--- config.mk ---
export PLATFORM = sky130hd
export DESIGN_NAME = blk_xfer_engine
export DESIGN_NICKNAME = d
export VERILOG_FILES = /design/src/rtl/xfer_pkg.sv /design/src/rtl/xfer_addr_gen.sv /design/src/rtl/xfer_seq.sv /design/src/rtl/xfer_cost.sv /design/src/rtl/blk_xfer_engine.sv
export SDC_FILE = /design/constraint.sdc
export NUM_CORES = 1
export LEC_CHECK = 0
export BUFFER_PORTS_ARGS = -buffer_cell sky130_fd_sc_hd__buf_4
export CAP_MARGIN = 20
export CORE_ASPECT_RATIO = 1.75
export CORE_MARGIN = 2
export CORE_UTILIZATION = 55
export DETAILED_ROUTE_END_ITERATION = 8
export MAX_ROUTING_LAYER = met4
export PLACE_DENSITY = 0.84
export SYNTH_ARGS = -nofsm -noshare
export SYNTH_HDL_FRONTEND = slang
export SYNTH_HIERARCHICAL = 1
export SYNTH_SLANG_ARGS = --single-unit
--- constraint.sdc ---
create_clock -name clk_i -period 6.5 [get_ports clk_i]
set_input_delay 0.325 -clock clk_i [delete_from_list [all_inputs] [get_ports clk_i]]
set_output_delay 0.325 -clock clk_i [all_outputs]
set_load 0.03 [all_outputs]
--- src/rtl/xfer_pkg.sv ---
package xfer_pkg;

  typedef enum logic [2:0] {
    MODE_INC_INC = 3'd0,
    MODE_DEC_DEC = 3'd1,
    MODE_INC_FIX = 3'd2,
    MODE_INC_ALT = 3'd3,
    MODE_ALT_INC = 3'd4
  } xfer_mode_e;

  typedef enum logic [1:0] {
    ST_IDLE  = 2'd0,
    ST_READ  = 2'd1,
    ST_WRITE = 2'd2,
    ST_DONE  = 2'd3
  } xfer_state_e;

  function automatic logic mode_legal(input logic [2:0] code);
    return code <= 3'd4;
  endfunction

endpackage

--- src/rtl/xfer_addr_gen.sv ---
module xfer_addr_gen
  import xfer_pkg::*;
#(
  parameter int AW = 16
) (
  input  xfer_mode_e     mode_i,
  input  logic [AW-1:0]  src_i,
  input  logic [AW-1:0]  dst_i,
  input  logic           alt_i,
  output logic [AW-1:0]  rd_addr_o,
  output logic [AW-1:0]  wr_addr_o,
  output logic [AW-1:0]  src_nxt_o,
  output logic [AW-1:0]  dst_nxt_o
);

  localparam logic [AW-1:0] ONE = AW'(1);

  logic [AW-1:0] alt_ext;
  assign alt_ext = {{(AW-1){1'b0}}, alt_i};

  // all sums are AW bits wide, so wrap is modulo 2^AW
  always_comb begin
    rd_addr_o = src_i;
    wr_addr_o = dst_i;
    src_nxt_o = src_i + ONE;
    dst_nxt_o = dst_i + ONE;
    case (mode_i)
      MODE_DEC_DEC: begin
        src_nxt_o = src_i - ONE;
        dst_nxt_o = dst_i - ONE;
      end
      MODE_INC_FIX: dst_nxt_o = dst_i;
      MODE_INC_ALT: begin
        wr_addr_o = dst_i + alt_ext;
        dst_nxt_o = dst_i;
      end
      MODE_ALT_INC: begin
        rd_addr_o = src_i + alt_ext;
        src_nxt_o = src_i;
      end
      default: ;
    endcase
  end

endmodule

--- src/rtl/xfer_seq.sv ---
module xfer_seq
  import xfer_pkg::*;
#(
  parameter int LW = 16
) (
  input  logic          clk_i,
  input  logic          rst_ni,
  input  logic          launch_i,
  input  logic [LW-1:0] len_i,
  output logic          rd_o,
  output logic          wr_o,
  output logic          done_o,
  output logic          busy_o
);

  localparam logic [LW-1:0] CNT_ONE = LW'(1);

  xfer_state_e   state_q;
  logic [LW-1:0] cnt_q;

  always_ff @(posedge clk_i or negedge rst_ni) begin
    if (!rst_ni) begin
      state_q <= ST_IDLE;
      cnt_q   <= '0;
    end else begin
      case (state_q)
        ST_IDLE: if (launch_i) begin
          cnt_q   <= len_i;
          state_q <= (len_i == '0) ? ST_DONE : ST_READ;
        end
        ST_READ:  state_q <= ST_WRITE;
        ST_WRITE: begin
          cnt_q   <= cnt_q - CNT_ONE;
          state_q <= (cnt_q == CNT_ONE) ? ST_DONE : ST_READ;
        end
        default:  state_q <= ST_IDLE;
      endcase
    end
  end

  assign rd_o   = (state_q == ST_READ);
  assign wr_o   = (state_q == ST_WRITE);
  assign done_o = (state_q == ST_DONE);
  assign busy_o = (state_q != ST_IDLE);

  p_cnt_live_r2: assert property (@(posedge clk_i) disable iff (!rst_ni)
    (rd_o || wr_o) |-> (cnt_q != '0));
  p_done_pulse_r10: assert property (@(posedge clk_i) disable iff (!rst_ni)
    done_o |=> !done_o);
  p_read_to_write_r2: assert property (@(posedge clk_i) disable iff (!rst_ni)
    rd_o |=> wr_o);

endmodule

--- src/rtl/xfer_cost.sv ---
module xfer_cost #(
  parameter int CW         = 32,
  parameter int SETUP_COST = 17,
  parameter int BYTE_COST  = 6
) (
  input  logic          clk_i,
  input  logic          rst_ni,
  input  logic          launch_i,
  input  logic          step_i,
  output logic [CW-1:0] cost_o
);

  localparam logic [CW-1:0] SETUP_V = CW'(SETUP_COST);
  localparam logic [CW-1:0] BYTE_V  = CW'(BYTE_COST);

  logic [CW-1:0] cost_q;

  always_ff @(posedge clk_i or negedge rst_ni) begin
    if (!rst_ni)       cost_q <= '0;
    else if (launch_i) cost_q <= SETUP_V;
    else if (step_i)   cost_q <= cost_q + BYTE_V;
  end

  assign cost_o = cost_q;

  p_cost_step_r11: assert property (@(posedge clk_i) disable iff (!rst_ni)
    (step_i && !launch_i) |=> (cost_o == $past(cost_o) + BYTE_V));
  p_cost_hold_r11: assert property (@(posedge clk_i) disable iff (!rst_ni)
    (!step_i && !launch_i) |=> $stable(cost_o));

endmodule

--- src/rtl/blk_xfer_engine.sv ---
module blk_xfer_engine
  import xfer_pkg::*;
#(
  parameter int AW         = 16,
  parameter int LW         = 16,
  parameter int DW         = 8,
  parameter int CW         = 32,
  parameter int SETUP_COST = 17,
  parameter int BYTE_COST  = 6
) (
  input  logic          clk_i,
  input  logic          rst_ni,
  input  logic          start_i,
  input  logic [2:0]    mode_i,
  input  logic [AW-1:0] src_i,
  input  logic [AW-1:0] dst_i,
  input  logic [LW-1:0] len_i,
  output logic [AW-1:0] mem_addr_o,
  output logic          mem_rd_o,
  output logic          mem_wr_o,
  output logic [DW-1:0] mem_wdata_o,
  input  logic [DW-1:0] mem_rdata_i,
  output logic          busy_o,
  output logic          done_o,
  output logic [CW-1:0] cost_o
);

  logic          launch;
  logic          rd, wr, done, busy;
  xfer_mode_e    mode_q;
  logic [AW-1:0] src_q, dst_q;
  logic          alt_q;
  logic [DW-1:0] data_q;
  logic [AW-1:0] rd_addr, wr_addr, src_nxt, dst_nxt;

  assign launch = start_i && !busy && mode_legal(mode_i);

  xfer_seq #(.LW(LW)) u_seq (
    .clk_i    (clk_i),
    .rst_ni   (rst_ni),
    .launch_i (launch),
    .len_i    (len_i),
    .rd_o     (rd),
    .wr_o     (wr),
    .done_o   (done),
    .busy_o   (busy)
  );

  xfer_addr_gen #(.AW(AW)) u_addr (
    .mode_i    (mode_q),
    .src_i     (src_q),
    .dst_i     (dst_q),
    .alt_i     (alt_q),
    .rd_addr_o (rd_addr),
    .wr_addr_o (wr_addr),
    .src_nxt_o (src_nxt),
    .dst_nxt_o (dst_nxt)
  );

  xfer_cost #(.CW(CW), .SETUP_COST(SETUP_COST), .BYTE_COST(BYTE_COST)) u_cost (
    .clk_i    (clk_i),
    .rst_ni   (rst_ni),
    .launch_i (launch),
    .step_i   (wr),
    .cost_o   (cost_o)
  );

  always_ff @(posedge clk_i or negedge rst_ni) begin
    if (!rst_ni) begin
      mode_q <= MODE_INC_INC;
      src_q  <= '0;
      dst_q  <= '0;
      alt_q  <= 1'b0;
      data_q <= '0;
    end else begin
      if (launch) begin
        mode_q <= xfer_mode_e'(mode_i);
        src_q  <= src_i;
        dst_q  <= dst_i;
        alt_q  <= 1'b0;
      end else if (wr) begin
        src_q  <= src_nxt;
        dst_q  <= dst_nxt;
        alt_q  <= ~alt_q;
      end
      if (rd) data_q <= mem_rdata_i;
    end
  end

  assign mem_rd_o    = rd;
  assign mem_wr_o    = wr;
  assign mem_addr_o  = rd ? rd_addr : (wr ? wr_addr : '0);
  assign mem_wdata_o = data_q;
  assign busy_o      = busy;
  assign done_o      = done;

  p_rd_wr_excl_r2: assert property (@(posedge clk_i) disable iff (!rst_ni)
    !(mem_rd_o && mem_wr_o));
  p_wdata_r2: assert property (@(posedge clk_i) disable iff (!rst_ni)
    mem_wr_o |-> (mem_wdata_o == $past(mem_rdata_i)));
  p_idle_quiet_r1: assert property (@(posedge clk_i) disable iff (!rst_ni)
    !busy_o |-> (!mem_rd_o && !mem_wr_o));
  p_busy_hold_r12: assert property (@(posedge clk_i) disable iff (!rst_ni)
    (busy_o && !done_o) |=> busy_o);
  p_fix_dst_r5: assert property (@(posedge clk_i) disable iff (!rst_ni)
    (mem_wr_o && mode_q == MODE_INC_FIX && $past(mem_wr_o, 2))
      |-> (mem_addr_o == $past(mem_addr_o, 2)));

endmodule

==> results of run 1 <==
-- through the flow --
step           hold slack (ns)  util, %  setup slack [ns]
3_3_place_gp             0.258     63.0              2.36
3_5_place_dp             0.264     63.0              2.25
4_1_cts                  0.191     65.4              2.21
6_report                 0.200     65.4              2.18
2_1_floorplan           0.0294        -              3.19
5_1_grt                  0.191     65.4              1.96
-- cells by family after synthesis --
logic type	after synthesis
fa+ha+maj	9
simple gates	318
flops	94
compound gates	138
buf+inv	73
xor+xnor	72
mux	90
-- final timing paths --
kind                             startpoint                 to  cells past startpoint
max                        u_seq/state_q[1]  u_cost/cost_o[18]                      9
min                                src_i[7]           src_q[7]                      2
max reg2reg                u_seq/state_q[1]  u_cost/cost_o[18]                      9
min reg2reg                u_cost/cost_o[0]   u_cost/cost_o[0]                      1
max in group asynchronous            rst_ni           src_q[8]                      3
min in group asynchronous            rst_ni           dst_q[9]                      2
-- what timing repair did --
action                     4_1_cts  5_1_grt
hold endpoints to repair        24        0
setup endpoints to repair        0        0
hold buffers                     1        0
-- cells in the mapped netlist, types with 11 or more instances --
library cell | n | area, um^2
dfrtp_1 | 94 | 2350
nand2_1 | 59 | 221
nor2_1 | 59 | 221
mux2_2 | 49 | 552
a21oi_1 | 41 | 205
clkbuf_1 | 38 | 143
xnor2_1 | 38 | 333
nand3_1 | 34 | 170
xor2_1 | 34 | 298
mux2_4 | 30 | 450
o21ai_0 | 25 | 125
nor3_1 | 24 | 120
or3_1 | 22 | 138
nand4_1 | 19 | 119
nor4_1 | 19 | 119
or4_1 | 17 | 128
a22o_1 | 15 | 131
inv_1 | 15 | 56.3
o31ai_1 | 14 | 105
and3_1 | 11 | 68.8
buf_2 | 11 | 55.1
mux2i_1 | 11 | 110
-- metal layers --
metal  global-route usage (%)  share of wire [%]  up-vias
met5                        -                  0        -
met4                     14.7                4.9        0
met3                     4.35                4.4       78
met2                     49.3                 53      233
met1                     30.1                 37     3116
li1                         -                  -     3069
-- layout make-up --
class | count | area share (%)
clock inverters | 7 | 0.818
flip-flops and latches | 94 | 28.0
inverters | 15 | 0.669
well taps | 171 | 2.54
multi-input cells | 627 | 53.7
clock buffers | 9 | 2.68
repair buffers | 130 | 11.6
-- sequential cells by signal (all words and copies together), names as in the netlist --
register,cells
u_seq/cnt_q,16
src_q,16
dst_q,16
u_seq/state_q,2
mem_wdata_o,8
mode_q,3
alt_q,1
u_cost/cost_o,32
-- report_power, final --
part	total [mW]	internal [mW]	switching [mW]
registers	1.27	0.803	0.470
clock network	0.531	0.269	0.262
logic	2.14	1.06	1.08
-- critical path, delay by kind of cell, from the launching register on --
family                 cells  cell delay, ns
DFF                        1            0.70
buffers and inverters      2            1.01
AOI/OAI and AO/OA          3            0.69
and+or+nand+nor            4            1.82
==> reports/qor.yml, run 1 <==
coreArea_um2: 12900
place_inst: 1036
rrSetupSlack_ns: 2.18
fmax_ghz: 0.232
cap_violations: 0
rsz0062_at_grt: "false"
post-route-period-util_pct: 66.4
synthesis.nets: 865
arrival_ns: 4.58
power_mw: 3.94
mostFrequentLayoutCell: "buf_4"
grt_usage_pct: 27.9
async_flop_share_pct: 100
drc: 0
crit_fanout: 33
syn_avg_cell_area_um2: 9.10
dp_hpwl_um: 13800
area_growth_pct: 16.5
first_pass_iters: 5
drt.antenna.violating_nets: 0
io_pins: 122
crit_chain: "or2_2 -> nand2b_1 -> a21o_2 -> buf_4 -> inv_1 -> o221ai_2 -> or3_1 -> or4_1 -> a21oi_1"
synth_top_family_by_area: "simple AND/OR/NAND/NOR gates"
crit_slowest_cell: "dfrtp_1"
stdcell_area_um2: 8410
layout_common_cells: "buf_4, dfrtp_1, nand2_1, nor2_1, mux2_2"
die_h_um: 156
clkTransAtPathRegs_ns: 0.08
std_cell_rows: 55
cts_root_buf: "clkbuf_16"
power_density_nw_per_um2: 468
grt_pass1_vias: 6458
irDropWorstVdd_uv: 258
crit_type: "register to register"
numCtsBuffers: 9
initial_core_util_pct: 56.1
placed_cell_area_um2: 8110
post_cts_buffers: 0
synthAdderAreaFrac_pct: 1.56
hp-class: "primary input to register"
status: "finished clean"
synth-edff-count: 0
port_buffers: 121
cp-end-kind: "register"
synth_compound_area_share_pct: 12.6
grt_first_pass_wirelength_um: 31200
fin_tns_setup_ns: 0
crit_path_max_incr_delay_ns: 0.70
synth.yosys.seq_area_share_pct: 32.6
syn-instance-count: 794
avgViaCountPerCell: 6.17
worstMarginPinSlew_ns: 0.925
seq_area_um2: 2350
required_ns: 6.76
htreeDepth: 3
finalWirelength_um: 19100
drtIter0Drc: 337
cts_resized: 0
dieWidth_um: 90.6
cts_tree: "yes"
p_leak_nw: 3.58
drive_above_1_share_pct: 27.9
wl_per_cell_um: 18.1
setup_viol: 0
synth.mux.area_fraction_pct: 15.4
antenna_found_initial: 0
clock_path_buffers: 2
gp_congestion: 0.942
slew_headroom_pct: 38.2
hold_viol_final: 0
layoutNonFillerInstCount: 1053
synth-simple-area-share_pct: 24.1
fin_nets: 948
cts.sinks: 94
die_area_um2: 14100
grt_max_degree: 71
min_period_ns: 4.32
slew_viol_final: 0
multi_input_area_um2: 4520
start_kind: "register"
fin_skew_ns: 0.0114
vias: 6496
nFillCells: 1109
ys_ff_latch: 94
ys.flop_type: "dfrtp_1"
synthesis.area_um2: 7220
ys_warn_count: 6
synth-xor-area-share_pct: 8.73
synth.distinct_cells: 63
num_antenna_cells: 0
clk_latency_ns: 0.35
grt-ovfl-total: 0
Note: power is estimated with default switching activity, not from simulation.
==> inputs of run 2 (changes only) <==
--- a/config.mk
+++ b/config.mk
@@ -5,6 +5,7 @@
 export SDC_FILE = /design/constraint.sdc
 export NUM_CORES = 1
 export LEC_CHECK = 0
+export ABC_AREA = 1
 export BUFFER_PORTS_ARGS = -buffer_cell sky130_fd_sc_hd__buf_4
 export CAP_MARGIN = 20
 export CORE_ASPECT_RATIO = 1.75
@@ -12,7 +13,7 @@
 export CORE_UTILIZATION = 55
 export DETAILED_ROUTE_END_ITERATION = 8
 export MAX_ROUTING_LAYER = met4
-export PLACE_DENSITY = 0.84
+export PLACE_DENSITY = 0.83
 export SYNTH_ARGS = -nofsm -noshare
 export SYNTH_HDL_FRONTEND = slang
 export SYNTH_HIERARCHICAL = 1
==> constraint.sdc (replaced) <==
create_clock -name clk_i -period 4.5 [get_ports clk_i]
set_input_delay 0.225 -clock clk_i [delete_from_list [all_inputs] [get_ports clk_i]]
set_output_delay 0.225 -clock clk_i [all_outputs]
set_load 0.03 [all_outputs]
==> reports/qor.yml, run 2 <==
grt-ovfl-total: 0
die_h_um: 172
clkTransAtPathRegs_ns: 0.07
cp-end-kind: "register"
min_period_ns: 3.03
vias: 9774
cap_violations: 0
pwr-share-seq_pct: 23.1
crit_fanout: 37
start_kind: "register"
post_cts_buffers: 0
grt_first_pass_wirelength_um: 43200
slew_viol_final: 0
layout_common_cells: "nand2_1, nand3_1, inv_1, nor2_1, buf_4"
io_pins: 122
placed_cell_area_um2: 9720
worstMarginPinSlew_ns: 0.786
slew_headroom_pct: 47.4
largest_register_ffs: 32
coreArea_um2: 15800
drc: 0
rsz0062_at_grt: "false"
antenna_found_initial: 0
drive_above_1_share_pct: 13.1
cts_tree: "yes"
arrival_ns: 3.26
irDropWorstVdd_uv: 403
status: "finished clean"
syn_avg_cell_area_um2: 6.02
hp-class: "primary input to register"
power_density_nw_per_um2: 724
post-route-period-util_pct: 67.4
gp_congestion: 1.00
cts_root_buf: "clkbuf_16"
synth-edff-count: 0
async_flop_share_pct: 100
p_int_mw: 3.20
first_pass_iters: 8
nFillCells: 1521
synth.yosys.seq_area_share_pct: 26.6
finalWirelength_um: 26400
stdcell_area_um2: 10100
avgViaCountPerCell: 5.58
grt_max_degree: 59
drt.antenna.violating_nets: 0
wl_per_cell_um: 15.1
fin_nets: 1629
setup_viol: 0
p_leak_nw: 5.47
switching_share_pct: 56.0
required_ns: 4.73
clk_latency_ns: 0.35
grt_usage_pct: 32.0
crit_type: "register to register"
ys_ff_latch: 94
ys.flop_type: "dfrtp_1"
htreeDepth: 3
worstRegToRegCells: 8
synthesis.nets: 1542
synthesis.area_um2: 8850
pwr-share-clk_pct: 11.0
synth_area_leaders: "dfrtp_1, nand2_1, nand3_1, inv_1, nor2_1"
fin_tns_setup_ns: 0
synth_top_cell_area_share_pct: 26.6
yosysTopAreaCell: "dfrtp_1"
drtIter0Drc: 743
num_antenna_cells: 0
switchingPower_mw: 4.08
clock_path_buffers: 2
hold_depth: 3
initial_core_util_pct: 56.0
fin_skew_ns: 0.00814
dp_hpwl_um: 19800
die_area_um2: 17200
std_cell_rows: 61
cts.sinks: 94
port_buffers: 121
yosysMostFrequentCell: "nand2_1"
dieWidth_um: 99.9
ys_warn_count: 6
fmax_ghz: 0.330
synth.distinct_cells: 49
p_comb_share_pct: 65.8
mostFrequentLayoutCell: "nand2_1"
hold_viol_final: 0
grt_pass1_vias: 9343
area_growth_pct: 13.7
numCtsBuffers: 9
netlist_top_cells_count: "nand2_1, nand3_1, inv_1"
syn-instance-count: 1471
## run 2: changes by cell type after synthesis, sizes merged, moves of 17 or more
cell    previous run  this run
or4               22         0
xnor2             38         4
buf               20        41
mux2              79         0
nand3             34       221
or3               22         0
nor2              59       188
nand2             59       526
nor3              24         7
inv               15       186
clkbuf            38        13
nor4              19         1
## run 2: power by group through the flow
stage | clock network (mW) | registers [mW] | logic [mW]
final | 0.803 | 1.69 | 4.80
after detailed placement | 0 | 1.68 | 4.68
after global routing | 0.855 | 1.73 | 5.33
after floorplan | 0 | 1.61 | 3.57
after global placement | 0 | 1.67 | 4.60
after CTS | 0.816 | 1.67 | 4.71
## run 2: per-stage QoR
step / instances / setup slack, ns / hold WS [ns] / power [mW] / utilization [%]
3_3_place_gp: 1734 / 1.54 / 0.325 / 6.28 / 61.5
5_1_grt: 1752 / 1.15 / 0.0639 / 7.92 / 63.7
4_1_cts: 1751 / 1.46 / 0.0609 / 7.20 / 63.5
3_5_place_dp: 1734 / 1.50 / 0.322 / 6.36 / 61.5
2_1_floorplan: 1471 / 2.19 / -0.0706 / 5.18 / -
6_report: 1752 / 1.47 / 0.0687 / 7.29 / 63.7
## run 2: kinds of logic after synthesis
family,count (synthesis),synth area share [%]
xor gates and xnor gates,47,4.65
adders and majority gates,9,1.27
DFF,94,26.6
and+or+nand+nor,966,47.3
AOI/OAI and AO/OA,112,8.31
buffers and inverters,243,11.9
## run 2: area by class of cell
cell class,count,area (um^2),share of cell area [%]
clock buffer,10,239,2.37
inverter,189,719,7.15
multi-input combinational,1134,5450,54.2
clock inverter,6,70.1,0.696
sequential,94,2350,23.4
tap,189,236,2.35
timing repair buffer,130,998,9.92
## run 2: routing by layer
| layer | vias up | global-route usage (%) | part of all wire, % |
|---|---|---|---|
| li1 | 4814 | - | - |
| met4 | 0 | 16.6 | 4.9 |
| met3 | 92 | 3.52 | 5.6 |
| met2 | 379 | 56.6 | 52 |
| met5 | - | - | 0 |
| met1 | 4489 | 35.4 | 38 |
## run 2: what timing repair did
action	in CTS	in global routing
resized for setup	0	0
endpoints found under the hold margin	52	0
hold buffers	1	0
## run 2: worst paths after layout
kind                                    end  slack (ns)              from
max                        u_cost/cost_o[1]        1.47  u_seq/state_q[1]
min                          mem_wdata_o[0]        0.07    mem_rdata_i[0]
max reg2reg                u_cost/cost_o[1]        1.47  u_seq/state_q[1]
min reg2reg                  mem_wdata_o[0]        0.48    mem_wdata_o[0]
max in group asynchronous          src_q[3]        2.99            rst_ni
min in group asynchronous    u_seq/cnt_q[8]        0.48            rst_ni
## run 2: critical path, cell delays in order, from the launching register on
cell	delay, ns
dfrtp_1	0.54
nor2_1	0.21
inv_1	0.14
nor2_8	0.14
nand2_4	0.26
inv_1	0.42
clkinv_1	0.74
nand3_1	0.32
o21ai_0	0.12
